==> config.mk <==
export PLATFORM = sky130hd
export DESIGN_NAME = gh_predictor
export DESIGN_NICKNAME = d
export VERILOG_FILES = /design/src/rtl/gh_pkg.sv /design/src/rtl/gh_history.sv /design/src/rtl/gh_table.sv /design/src/rtl/gh_predictor.sv
export SDC_FILE = /design/constraint.sdc
export NUM_CORES = 2
export LEC_CHECK = 0
export ABC_AREA = 1
export BUFFER_PORTS_ARGS = -buffer_cell sky130_fd_sc_hd__buf_2
export CAP_MARGIN = 40
export CORE_ASPECT_RATIO = 1.4
export CORE_MARGIN = 2
export CORE_UTILIZATION = 51
export DETAILED_ROUTE_END_ITERATION = 12
export PLACE_DENSITY = 0.66
export SYNTH_ARGS = -nofsm -noshare
export SYNTH_HDL_FRONTEND = slang
export SYNTH_SLANG_ARGS = --single-unit
==> constraint.sdc <==
create_clock -name clk -period 3.32 [get_ports clk]
set_input_delay 0.664 -clock clk [delete_from_list [all_inputs] [get_ports clk]]
set_output_delay 0.664 -clock clk [all_outputs]
set_load 0.02 [all_outputs]
==> src/rtl/gh_pkg.sv <==
package gh_pkg;
  typedef logic [1:0] ctr_t;
  localparam ctr_t CTR_RESET = 2'd1;
  localparam ctr_t CTR_MAX   = 2'd3;
  localparam ctr_t CTR_MIN   = 2'd0;

  function automatic ctr_t ctr_train(input ctr_t c, input logic taken);
    if (taken) return (c == CTR_MAX) ? c : c + 2'd1;
    else       return (c == CTR_MIN) ? c : c - 2'd1;
  endfunction

  function automatic logic ctr_says_taken(input ctr_t c);
    return c[1];
  endfunction
endpackage

==> src/rtl/gh_history.sv <==
module gh_history #(
  parameter int HIST_LEN = 8
) (
  input  logic                clk,
  input  logic                rst,
  input  logic                shift_en,
  input  logic                bit_in,
  output logic [HIST_LEN-1:0] hist_o
);
  always_ff @(posedge clk) begin
    if (rst)           hist_o <= '0;
    else if (shift_en) hist_o <= {hist_o[HIST_LEN-2:0], bit_in};
  end
endmodule

==> src/rtl/gh_table.sv <==
module gh_table
  import gh_pkg::*;
#(
  parameter int HIST_LEN = 8
) (
  input  logic                clk,
  input  logic                rst,
  input  logic                rd_en,
  input  logic [HIST_LEN-1:0] rd_idx,
  output logic                rd_taken_o,
  input  logic                wr_en,
  input  logic [HIST_LEN-1:0] wr_idx,
  input  logic                wr_taken
);
  localparam int ENTRIES = 1 << HIST_LEN;

  ctr_t cells [ENTRIES];

  for (genvar e = 0; e < ENTRIES; e++) begin : g_cell
    always_ff @(posedge clk) begin
      if (rst)
        cells[e] <= CTR_RESET;
      else if (wr_en && (wr_idx == HIST_LEN'(e)))
        cells[e] <= ctr_train(cells[e], wr_taken);
    end
  end

  // Read sees the pre-write contents of the same edge.
  always_ff @(posedge clk) begin
    if (rst)        rd_taken_o <= 1'b0;
    else if (rd_en) rd_taken_o <= ctr_says_taken(cells[rd_idx]);
  end
endmodule

==> src/rtl/gh_predictor.sv <==
module gh_predictor #(
  parameter int HIST_LEN = 8
) (
  input  logic                clk,
  input  logic                rst,
  input  logic                pred_req,
  output logic                pred_valid,
  output logic                pred_taken,
  output logic [HIST_LEN-1:0] pred_index,
  input  logic                res_valid,
  input  logic                res_taken,
  input  logic [HIST_LEN-1:0] res_index
);
  logic [HIST_LEN-1:0] ghr;

  gh_history #(.HIST_LEN(HIST_LEN)) u_hist (
    .clk(clk), .rst(rst), .shift_en(res_valid), .bit_in(res_taken), .hist_o(ghr)
  );

  gh_table #(.HIST_LEN(HIST_LEN)) u_tbl (
    .clk(clk), .rst(rst),
    .rd_en(pred_req), .rd_idx(ghr), .rd_taken_o(pred_taken),
    .wr_en(res_valid), .wr_idx(res_index), .wr_taken(res_taken)
  );

  always_ff @(posedge clk) begin
    if (rst) begin
      pred_valid <= 1'b0;
      pred_index <= '0;
    end else begin
      pred_valid <= pred_req;
      if (pred_req) pred_index <= ghr;
    end
  end
endmodule

==> impl_metrics.env <==
export IMPL_status="finished, final reports clean"
export IMPL_synthCells=4212
export IMPL_synth_warnings=0
export IMPL_area_delta_synth_final_pct=7.48
export IMPL_fin_area_um2=37400
export IMPL_synth_top_cell_by_area="edfxtp_1"
export IMPL_grt_overflow=0
export IMPL_hold_class="primary input to flip-flop"
export IMPL_slew_headroom_pct=33.6
export IMPL_core_area_um2=67700
export IMPL_cts_resized=0
export IMPL_critPathCaptureType="flip-flop"
export IMPL_synth_commonest_cells="897 x nand2_1, 512 x edfxtp_1, 343 x o21ai_0"
export IMPL_remaining_drc_errors=0
export IMPL_worst_slew_pin_slew_ns=0.996
export IMPL_yosysUniqueCellTypes=28
export IMPL_synth_seq_cells=530
export IMPL_fin_cells=4966
export IMPL_clkSinkCount=530
export IMPL_slew_viol_final=0
export IMPL_arrival_ns=3.01
export IMPL_ant_nets=0
export IMPL_required_ns=3.86
export IMPL_whs_path_depth=3
export IMPL_ctsHtreeMaxLevel=2
export IMPL_die_x_um=225
export IMPL_cap_viol_max_count=0
export IMPL_synth_edf_count=512
export IMPL_start_util_pct=51.4
export IMPL_drtIter0Drc=3070
export IMPL_min_from="pred_req"
export IMPL_timing_rr_start="u_hist.hist_o[1]"
export IMPL_timing_rr_end="u_tbl.rd_taken_o"
export IMPL_grt_max_degree=132
export IMPL_peakVddDrop_mv=0.388
export IMPL_rsz0062_at_grt="no"
export IMPL_leakage_nw=14.2
export IMPL_drtPass1Iterations=6
export IMPL_synth_area_top_cells="edfxtp_1 44%, nand2_1 9.7%, xor2_1 6.4%"
export IMPL_clk_pin_slew_worst_paths_ns=0.07
export IMPL_die_area_um2=70400
export IMPL_fin_nets=4071
export IMPL_dominantRegCellSynth="edfxtp_1"
export IMPL_vias=30572
export IMPL_r2r_setup_slack_ns=0.85
export IMPL_wl_um=105000
export IMPL_grt_pass1_vias=29230
export IMPL_clock_skew_ns=0.0134
export IMPL_finalCritPeriodShare_pct=74.3
export IMPL_cts_buffers_inserted=53
export IMPL_num_io_pins=23
export IMPL_r2r_cells=13
export IMPL_yosysMostFrequentCell="nand2_1"
export IMPL_whs_ns=0.394
export IMPL_netlist_area_um2=34800
export IMPL_setup_viol=0
export IMPL_clk_latency_ns=0.64
export IMPL_syn_nets=4225
export IMPL_ys_seq_area_share_pct=45.2
export IMPL_crit_type="flip-flop to flip-flop"
export IMPL_tns_ns=0
export IMPL_wl_per_cell_um=21.1
export IMPL_fill_cells=6108
export IMPL_grt_use_total_pct=29.6
export IMPL_viasPerCell=6.16
export IMPL_antenna_found_initial=3
export IMPL_dpl_cell_count=4865
export IMPL_avgSynthCellArea_um2=8.27
export IMPL_clockRootBuffer="clkbuf_16"
export IMPL_port_buffers=22
export IMPL_grt_pass1_wl_um=164000
export IMPL_fmax_mhz=405
export IMPL_critPathMaxFanout=24
export IMPL_rows=113
export IMPL_cts_tree="yes"
export IMPL_seq_area_um2=15700
export IMPL_cts_max_path_buffers=3
export IMPL_multi_input_area_um2=16400
export IMPL_cts_hold_buf=0
export IMPL_finalWeightedCongestion=0.847
export IMPL_async_flop_share_pct=0
export IMPL_hpwl_um=65000
export IMPL_drive_gt1_share_pct=12.9
export IMPL_layout_min_cycle_time_ns=2.47
export IMPL_die_y_um=313
export IMPL_cts_setup_buffers=0
export IMPL_synth_top_cell_area_share_pct=44.2
export IMPL_finalHoldViolCount=0
export IMPL_placed_area_um2=35700
export IMPL_power_density_nw_per_um2=421
export IMPL_crit_path_start_kind="flip-flop"
export IMPL_hold_path_end="pred_valid"
[per-layer routing]
metal | global-route usage, % | vias to the layer above | part of all wire [%]
li1 | - | 14518 | -
met5 | 0 | - | 0.015
met1 | 38.4 | 14608 | 40
met3 | 3.33 | 256 | 6.5
met2 | 49.6 | 1188 | 48
met4 | 13.5 | 2 | 4.7
[state kept, by name, indices dropped and copies added (netlist names)]
signal and count:
u_tbl.cells 512, pred_valid 1, u_tbl.rd_taken_o 1, pred_index 8
u_hist.hist_o 8
[report_power, final]
part	internal [mW]	switching, mW
Sequential	7.45	0.145
Clock	3.54	2.72
Combinational	0.567	1.34
[cell type report]
class                      instances  area share, %
timing repair buffer             127           3.30
clock inverter                    27          0.675
tap                              862           2.88
antenna                            2         0.0134
sequential                       530           42.1
clock buffer                      72           4.01
inverter                         319           3.25
multi-input combinational       3027           43.8
[layout by cell type, fill, tap and decap left out, types with 7 or more instances in the layout]
cell       count
buf_2         20
or2_2        256
nand4_1      256
nor4_2         7
nor2_1        27
dfxtp_1       15
inv_1        291
nor3_1        91
edfxtp_1     512
o211ai_1       9
nor2_2        22
o21ai_1       12
clkbuf_16     55
buf_12        23
clkinv_1      16
nand3_1      260
inv_2         22
buf_4         80
a21oi_1      265
nor2_4        10
nor4_1       156
clkbuf_1      11
o31ai_1      157
xor2_1       256
nand2_1      897
o21ai_0      343
[worst max-delay path by stage]
stage | startpoint | to | cells after the start
2_1_floorplan | res_valid | u_tbl.cells[229][0] | 7
3_3_place_gp | res_index[5] | u_tbl.cells[202][1] | 6
3_5_place_dp | res_index[4] | u_tbl.cells[200][1] | 6
4_1_cts | u_hist.hist_o[1] | u_tbl.rd_taken_o | 13
5_1_grt | u_hist.hist_o[1] | u_tbl.rd_taken_o | 13
6_report | u_hist.hist_o[1] | u_tbl.rd_taken_o | 13
[worst max-delay path, stage by stage, from the launching register on]
cell and delay (ns):
dfxtp_4 0.35, inv_2 0.48, buf_4 0.47, nand3_1 0.18, nand3_1 0.17, nand3_1 0.08, nand3_1 0.08, nand3_1 0.16
nand2_1 0.10, nand2_1 0.05, nand3_1 0.06, nand3_1 0.06, nand2_1 0.07, inv_1 0.03
[logic make-up after synthesis]
family / share of synthesized area [%]
and+or+nand+nor: 28.1
AOI/OAI and AO/OA: 12.5
buffers and inverters: 7.82
DFF: 45.2
xor gates and xnor gates: 6.44
[through the flow]
step,power [mW],worst slack (ns),util [%]
after global placement,9.57,0.637,52.6
after global routing,16.2,0.762,55.2
after detailed placement,9.60,0.611,52.7
after CTS,15.8,0.902,55.2
final,15.8,0.853,55.3
after floorplan,9.04,1.17,-
Power figures use the tool's default switching activity.
